`src/rtl/wdt_pkg.sv`:
```
`timescale 1ns/1ps
package wdt_pkg;
  // Byte offsets of the two words in the window.
  localparam int unsigned OFS_CTRL  = 0;
  localparam int unsigned OFS_COUNT = 4;

  // Control word bit positions (software decodes these).
  localparam int unsigned BIT_RUN    = 0;
  localparam int unsigned BIT_FIRED  = 1;
  localparam int unsigned BIT_ACTION = 2;
  localparam int unsigned BIT_LOCK   = 3;
  localparam int unsigned BIT_RELOAD = 7;

  typedef enum logic {
    ACT_RESET    = 1'b0,
    ACT_SHUTDOWN = 1'b1
  } wdt_action_e;

  // Assemble the visible low byte of the control word.
  function automatic logic [7:0] ctrl_byte(input logic run, input logic fired,
                                           input logic act, input logic lock);
    logic [7:0] b;
    b = '0;
    b[BIT_RUN]    = run;
    b[BIT_FIRED]  = fired;
    b[BIT_ACTION] = act;
    b[BIT_LOCK]   = lock;
    return b;
  endfunction
endpackage

```
`src/rtl/wdt_regfile.sv`:
```
`timescale 1ns/1ps
module wdt_regfile
  import wdt_pkg::*;
#(
  parameter int DATA_W  = 32,
  parameter int ADDR_W  = 4,
  parameter int CNT_W   = 16,
  parameter logic [CNT_W-1:0] CNT_RST = '1
) (
  input  logic              clk,
  input  logic              rst_n,
  input  logic              wen,
  input  logic [ADDR_W-1:0] addr,
  input  logic [DATA_W-1:0] wdata,
  input  logic              strap_dis,
  input  logic              expire,
  output logic [DATA_W-1:0] rdata,
  output logic              run,
  output wdt_action_e       action,
  output logic              fired,
  output logic              reload_pulse,
  output logic [CNT_W-1:0]  timeout
);
  localparam logic [ADDR_W-1:0] A_CTRL  = ADDR_W'(OFS_CTRL);
  localparam logic [ADDR_W-1:0] A_COUNT = ADDR_W'(OFS_COUNT);

  logic sel_ctrl, sel_count, wr_ctrl, wr_count, clr_fired;

  assign sel_ctrl     = (addr == A_CTRL);
  assign sel_count    = (addr == A_COUNT);
  assign wr_ctrl      = wen && sel_ctrl;
  assign wr_count     = wen && sel_count;
  assign clr_fired    = wr_ctrl && wdata[BIT_FIRED];
  assign reload_pulse = wr_ctrl && wdata[BIT_RELOAD];

  always_ff @(posedge clk) begin
    if (!rst_n) begin
      run     <= 1'b0;
      action  <= ACT_RESET;
      fired   <= 1'b0;
      timeout <= CNT_RST;
    end else begin
      if (wr_ctrl) begin
        run    <= wdata[BIT_RUN];
        action <= wdt_action_e'(wdata[BIT_ACTION]);
      end
      if (expire)         fired <= 1'b1;
      else if (clr_fired) fired <= 1'b0;
      if (wr_count) timeout <= wdata[CNT_W-1:0];
    end
  end

  always_comb begin
    rdata = '0;
    if (sel_ctrl)       rdata[7:0]       = ctrl_byte(run, fired, action, strap_dis);
    else if (sel_count) rdata[CNT_W-1:0] = timeout;
  end

  wire unused_wbits = ^{wdata[DATA_W-1:CNT_W], wdata[6:4]};

  // fired only drops on a write-one-to-clear.
  p_fired_sticky_r6: assert property (@(posedge clk) disable iff (!rst_n)
    fired && !clr_fired |=> fired);
  // an expiry in the same cycle as a clear leaves the flag set.
  p_set_wins_r6: assert property (@(posedge clk) disable iff (!rst_n)
    expire |=> fired);
  // the count word only moves on a write to its own offset.
  p_count_word_r2: assert property (@(posedge clk) disable iff (!rst_n)
    !wr_count |=> $stable(timeout));
endmodule

```
`src/rtl/wdt_countdown.sv`:
```
`timescale 1ns/1ps
module wdt_countdown #(
  parameter int CNT_W = 16
) (
  input  logic             clk,
  input  logic             rst_n,
  input  logic             run,
  input  logic             strap_dis,
  input  logic             tick,
  input  logic             reload,
  input  logic [CNT_W-1:0] timeout,
  output logic             expire
);
  logic [CNT_W-1:0] cnt;
  logic             armed;
  logic             step;

  // A count of 0 or 1 means the present tick is the last one.
  function automatic logic last_tick(input logic [CNT_W-1:0] c);
    return c <= CNT_W'(1);
  endfunction

  function automatic logic [CNT_W-1:0] dec_sat(input logic [CNT_W-1:0] c);
    return last_tick(c) ? '0 : c - CNT_W'(1);
  endfunction

  assign step   = run && !strap_dis && armed && tick;
  assign expire = step && last_tick(cnt) && !reload;

  always_ff @(posedge clk) begin
    if (!rst_n) begin
      cnt   <= '0;
      armed <= 1'b0;
    end else if (reload) begin
      cnt   <= timeout;
      armed <= 1'b1;
    end else if (step) begin
      cnt <= dec_sat(cnt);
      if (last_tick(cnt)) armed <= 1'b0;
    end
  end

  // the strap freezes the count.
  p_hold_locked_r8: assert property (@(posedge clk) disable iff (!rst_n)
    strap_dis && !reload |=> $stable(cnt));
  // a stopped timer keeps its remaining count.
  p_hold_stopped_r7: assert property (@(posedge clk) disable iff (!rst_n)
    !run && !reload |=> $stable(cnt));
  // a reload loads the programmed timeout and arms.
  p_reload_load_r3: assert property (@(posedge clk) disable iff (!rst_n)
    reload |=> (cnt == $past(timeout)) && armed);
  // after expiry the timer is disarmed.
  p_disarm_r5: assert property (@(posedge clk) disable iff (!rst_n)
    expire |=> !armed);
endmodule

```
`src/rtl/wdt_alarm.sv`:
```
`timescale 1ns/1ps
module wdt_alarm
  import wdt_pkg::*;
(
  input  logic        clk,
  input  logic        rst_n,
  input  logic        expire,
  input  wdt_action_e action,
  output logic        reset_req,
  output logic        shutdown_req
);
  always_ff @(posedge clk) begin
    if (!rst_n) begin
      reset_req    <= 1'b0;
      shutdown_req <= 1'b0;
    end else begin
      reset_req    <= expire && (action == ACT_RESET);
      shutdown_req <= expire && (action == ACT_SHUTDOWN);
    end
  end

  // never both requests at once.
  p_exclusive_r5: assert property (@(posedge clk) disable iff (!rst_n)
    !(reset_req && shutdown_req));
  // each request is a single-cycle pulse.
  p_rst_pulse_r5: assert property (@(posedge clk) disable iff (!rst_n)
    reset_req |=> !reset_req);
  p_shd_pulse_r5: assert property (@(posedge clk) disable iff (!rst_n)
    shutdown_req |=> !shutdown_req);
endmodule

```
`src/rtl/wdt_unit.sv`:
```
`timescale 1ns/1ps
module wdt_unit
  import wdt_pkg::*;
#(
  parameter int DATA_W = 32,
  parameter int ADDR_W = 4,
  parameter int CNT_W  = 16
) (
  input  logic              clk,
  input  logic              rst_n,
  input  logic              reg_wen,
  input  logic [ADDR_W-1:0] reg_addr,
  input  logic [DATA_W-1:0] reg_wdata,
  output logic [DATA_W-1:0] reg_rdata,
  input  logic              tick_en,
  input  logic              strap_disable,
  output logic              reset_req,
  output logic              shutdown_req
);
  localparam logic [CNT_W-1:0] CNT_RST = '1;

  logic             run, fired, reload_pulse, expire;
  wdt_action_e      action;
  logic [CNT_W-1:0] timeout;

  wdt_regfile #(.DATA_W(DATA_W), .ADDR_W(ADDR_W), .CNT_W(CNT_W), .CNT_RST(CNT_RST)) u_regs (
    .clk(clk), .rst_n(rst_n), .wen(reg_wen), .addr(reg_addr), .wdata(reg_wdata),
    .strap_dis(strap_disable), .expire(expire), .rdata(reg_rdata), .run(run),
    .action(action), .fired(fired), .reload_pulse(reload_pulse), .timeout(timeout)
  );

  wdt_countdown #(.CNT_W(CNT_W)) u_count (
    .clk(clk), .rst_n(rst_n), .run(run), .strap_dis(strap_disable), .tick(tick_en),
    .reload(reload_pulse), .timeout(timeout), .expire(expire)
  );

  wdt_alarm u_alarm (
    .clk(clk), .rst_n(rst_n), .expire(expire), .action(action),
    .reset_req(reset_req), .shutdown_req(shutdown_req)
  );

  // a reload never coincides with an expiry.
  p_reload_priority_r9: assert property (@(posedge clk) disable iff (!rst_n)
    reload_pulse |=> !reset_req && !shutdown_req);
  // nothing expires without a tick.
  p_tick_needed_r4: assert property (@(posedge clk) disable iff (!rst_n)
    !tick_en |=> !reset_req && !shutdown_req);
  // a request follows only once fired is set.
  p_req_fired_r5: assert property (@(posedge clk) disable iff (!rst_n)
    (reset_req || shutdown_req) |-> fired);
endmodule

```
`config.mk`:
```
export PLATFORM = sky130hd
export DESIGN_NAME = wdt_unit
export DESIGN_NICKNAME = d
export VERILOG_FILES = /design/src/rtl/wdt_pkg.sv /design/src/rtl/wdt_regfile.sv /design/src/rtl/wdt_countdown.sv /design/src/rtl/wdt_alarm.sv /design/src/rtl/wdt_unit.sv
export SDC_FILE = /design/constraint.sdc
export NUM_CORES = 1
export LEC_CHECK = 0
export BUFFER_PORTS_ARGS = -buffer_cell sky130_fd_sc_hd__buf_2
export CAP_MARGIN = 20
export CORE_MARGIN = 2
export CORE_UTILIZATION = 45
export DETAILED_ROUTE_END_ITERATION = 7
export PLACE_DENSITY_LB_ADDON = 0.08
export SYNTH_ARGS = -nofsm -noshare
export SYNTH_HDL_FRONTEND = slang
export SYNTH_SLANG_ARGS = --single-unit
export TNS_END_PERCENT = 30
```
`constraint.sdc`:
```
create_clock -name clk -period 2.3 [get_ports clk]
set_input_delay 0.115 -clock clk [delete_from_list [all_inputs] [get_ports clk]]
set_output_delay 0.115 -clock clk [all_outputs]
set_load 0.005 [all_outputs]
```
==> flow_metrics.env <==
export IMPL_outcome="finished clean"
export IMPL_period_needed_ns=2.03
export IMPL_cts_made_buffers=5
export IMPL_min_to="u_regs.timeout[11]$_SDFFE_PN1P_"
export IMPL_wirelength_um=5500
export IMPL_std_cell_rows=25
export IMPL_clkLatencyLatePin_ns=0.30
export IMPL_p_comb_frac=0.129
export IMPL_finalCritPeriodShare=0.885
export IMPL_h_tree_depth=2
export IMPL_n_fill_cell=477
export IMPL_antenna_left=0
export IMPL_place_congestion=0.813
export IMPL_final_cell_mix="42 x buf_2, 39 x nand2_1, 38 x dfxtp_1"
export IMPL_avgSynthCellArea_um2=7.92
export IMPL_cts_tree="yes"
export IMPL_start_util=0.465
export IMPL_grt_pass1_wl_um=9180
export IMPL_swShare=0.261
export IMPL_worstPathArrival_ns=2.21
export IMPL_cts_resized=0
export IMPL_route_detailed_drc=0
export IMPL_cts_hold_buffers=0
export IMPL_power_switching_mw=0.348
export IMPL_netlist_cell_type_count=49
export IMPL_critPathMaxFanout=8
export IMPL_critPathMaxStageDelay_ns=0.61
export IMPL_postCtsSetupBuffers=0
export IMPL_core_mm2=0.00472
export IMPL_tns_ns=0
export IMPL_hold_path_depth=3
export IMPL_syn_inst=277
export IMPL_nets=359
export IMPL_regToRegStartpoint="u_count.cnt[5]$_SDFFE_PN0P_"
export IMPL_wire_per_inst_um=14.3
export IMPL_ys_ff_latch=38
export IMPL_dr_wl_met2_um=2430
export IMPL_die_y_um=73.8
export IMPL_via_per_inst=5.44
export IMPL_ios=75
export IMPL_netlist_area_mm2=0.00219
export IMPL_routed_top_layer="met4"
export IMPL_min_delay_path_class="input pin to flip-flop"
export IMPL_place_area_mm2=0.00242
export IMPL_worstMarginPinSlew_ns=0.654
export IMPL_die_w_um=73.8
export IMPL_rrSetupSlack_ns=0.27
export IMPL_powerDensity_mw_per_mm2=531
export IMPL_drt_iter0_markers=105
export IMPL_maxSlewViolCount=0
export IMPL_clockBufferDepth=2
export IMPL_rsz0062_at_grt="false"
export IMPL_wl_met1_um=2770
export IMPL_area_delta_synth_final_pct=14.5
export IMPL_startpoint_type="flip-flop"
export IMPL_track_usage=0.216
export IMPL_ff2ff_path_depth=4
export IMPL_crit_chain="or4_4 -> or4b_4 -> o211ai_2 -> o22ai_1"
export IMPL_finalHoldViolations=0
export IMPL_grt_antenna_before_repair=0
export IMPL_max_slew_margin=0.562
export IMPL_maxCapViolCount=0
export IMPL_vdd_ir_drop_max_v=0.000235
export IMPL_timing_rr_end="u_count.cnt[5]$_SDFFE_PN0P_"
export IMPL_yosysWarningCount=0
export IMPL_holdWs_ns=0.0250
export IMPL_fmax_mhz=491
export IMPL_crit_type="flip-flop to flip-flop"
export IMPL_grt_overflow=0
export IMPL_cp_num_buf_inv=0
export IMPL_multi_input_area_mm2=0.00125
export IMPL_path_clk_slew_ns=0.07
export IMPL_synth_edf_count=0
export IMPL_p_total_mw=1.33
export IMPL_setup_viol=0
export IMPL_clock_sinks=38
export IMPL_ff_latch_area_um2=761
export IMPL_pwr_share_seq=0.509
export IMPL_drive_gt1_frac=0.230
export IMPL_vias=2088
export IMPL_synth_async_reset_ratio=0
export IMPL_cpMaxStageDelayCell="or4b_4"
export IMPL_detail_route_first_pass_iterations=4
export IMPL_synth_flop_cell="dfxtp_1"
export IMPL_hp_start="reg_wdata[11]"
export IMPL_grt_max_degree=25
export IMPL_stdcell_area_mm2=0.00251
export IMPL_leakage_nw=1.27
export IMPL_p_clk_frac=0.363
export IMPL_fin_skew_ns=0.0125
export IMPL_portBuffers=42
export IMPL_path_depth=4
export IMPL_worst_setup_path_end_kind="flip-flop"
export IMPL_wl_met3_um=246
export IMPL_grt_pass1_vias=1847
export IMPL_design_die_area_mm2=0.00545
export IMPL_synth_seq_area_share=0.347
export IMPL_crit_family="simple AND/OR/NAND/NOR gates"
export IMPL_intPower_mw=0.986
export IMPL_cts_root_buffer="clkbuf_8"
export IMPL_final_common_cell="buf_2"
export IMPL_required_ns=2.48
export IMPL_dp_hpwl_um=3980
export IMPL_n_antenna_cell=0
-- cell type report --
cell class                      instances  share of cell area
Multi-Input combinational cell        211               0.498
Sequential cell                        38               0.303
Timing Repair Buffer                   55               0.122
Clock buffer                            7              0.0343
Tap cell                               67              0.0333
Inverter                                5             0.00747
Clock inverter                          1             0.00199
-- stage by stage --
step	cells	worst slack (ns)	util
2_1_floorplan	292	0.128	-
3_3_place_gp	376	0.290	0.513
3_5_place_dp	376	0.279	0.513
4_1_cts	384	0.264	0.532
5_1_grt	384	0.181	0.532
6_report	384	0.265	0.532
-- worst reg2reg max path, stage by stage (launching register included) --
cell and delay [ns]:
dfxtp_1 0.38, or4_4 0.54, or4b_4 0.61, o211ai_2 0.26, o22ai_1 0.13
-- Yosys cell counts, drive strengths merged (2+ instances only) --
library cell,n,area [um2]
xor2,4,35.0
nor4,7,43.8
xnor2,2,17.5
nand2,39,146
dfxtp,38,761
or3,2,12.5
or4,5,47.6
nand3,21,105
a31oi,16,100
nor3b,2,15.0
o2bb2ai,2,17.5
o211ai,5,56.3
nand4b,2,17.5
inv,4,15.0
buf,19,154
clkbuf,19,71.3
a21oi,5,25.0
o22ai,10,62.6
nor3,6,30.0
o21ai,4,20.0
mux2i,5,50.1
nand4,2,12.5
and3,28,175
nor2,10,37.5
ha,2,25.0
-- power by group through the flow --
stage	Clock [mW]	Combinational (mW)	Sequential (mW)
3_5_place_dp	0	0.170	0.693
5_1_grt	0.527	0.193	0.680
6_report	0.484	0.172	0.678
2_1_floorplan	0	0.141	0.690
4_1_cts	0.498	0.171	0.678
3_3_place_gp	0	0.171	0.693
-- logic make-up (layout without fill, tap and decap cells) --
group | count (synthesis) | in the layout | share of synthesized area
adders and majority gates | 2 | 2 | 0.0114
xor gates and xnor gates | 6 | 6 | 0.0239
AOI/OAI and AO/OA | 51 | 51 | 0.163
DFF | 38 | 38 | 0.347
buffers and inverters | 43 | 68 | 0.111
other | 1 | 16 | 0.00171
and+or+nand+nor | 131 | 131 | 0.319
muxes | 5 | 5 | 0.0228
-- routing by layer --
metal / up-vias / track usage
met2: 60 / 0.309
met5: - / 0
met3: 7 / 0.0412
met4: 0 / 0.0586
li1: 1046 / -
met1: 975 / 0.328
-- registers in the layout, summed over array words and instances (netlist names) --
name                  flops
u_regs.fired              1
u_count.cnt              16
u_count.armed             1
u_regs.timeout           16
u_alarm.shutdown_req      1
u_regs.run                1
u_alarm.reset_req         1
u_regs.action             1
-- worst max path at each step --
| stage | startpoint | slack [ns] | to |
|---|---|---|---|
| detailed placement | u_count.cnt[5]$_SDFFE_PN0P_ | 0.28 | u_count.cnt[5]$_SDFFE_PN0P_ |
| CTS | u_count.cnt[5]$_SDFFE_PN0P_ | 0.26 | u_count.cnt[5]$_SDFFE_PN0P_ |
| finish | u_count.cnt[5]$_SDFFE_PN0P_ | 0.27 | u_count.cnt[5]$_SDFFE_PN0P_ |
| floorplan | u_count.cnt[4]$_SDFFE_PN0P_ | 0.13 | u_count.cnt[3]$_SDFFE_PN0P_ |
| global route | u_count.cnt[8]$_SDFFE_PN0P_ | 0.18 | u_count.cnt[15]$_SDFFE_PN0P_ |
| global placement | u_count.cnt[5]$_SDFFE_PN0P_ | 0.29 | u_count.cnt[8]$_SDFFE_PN0P_ |
Note: power is estimated with default switching activity, not from simulation.
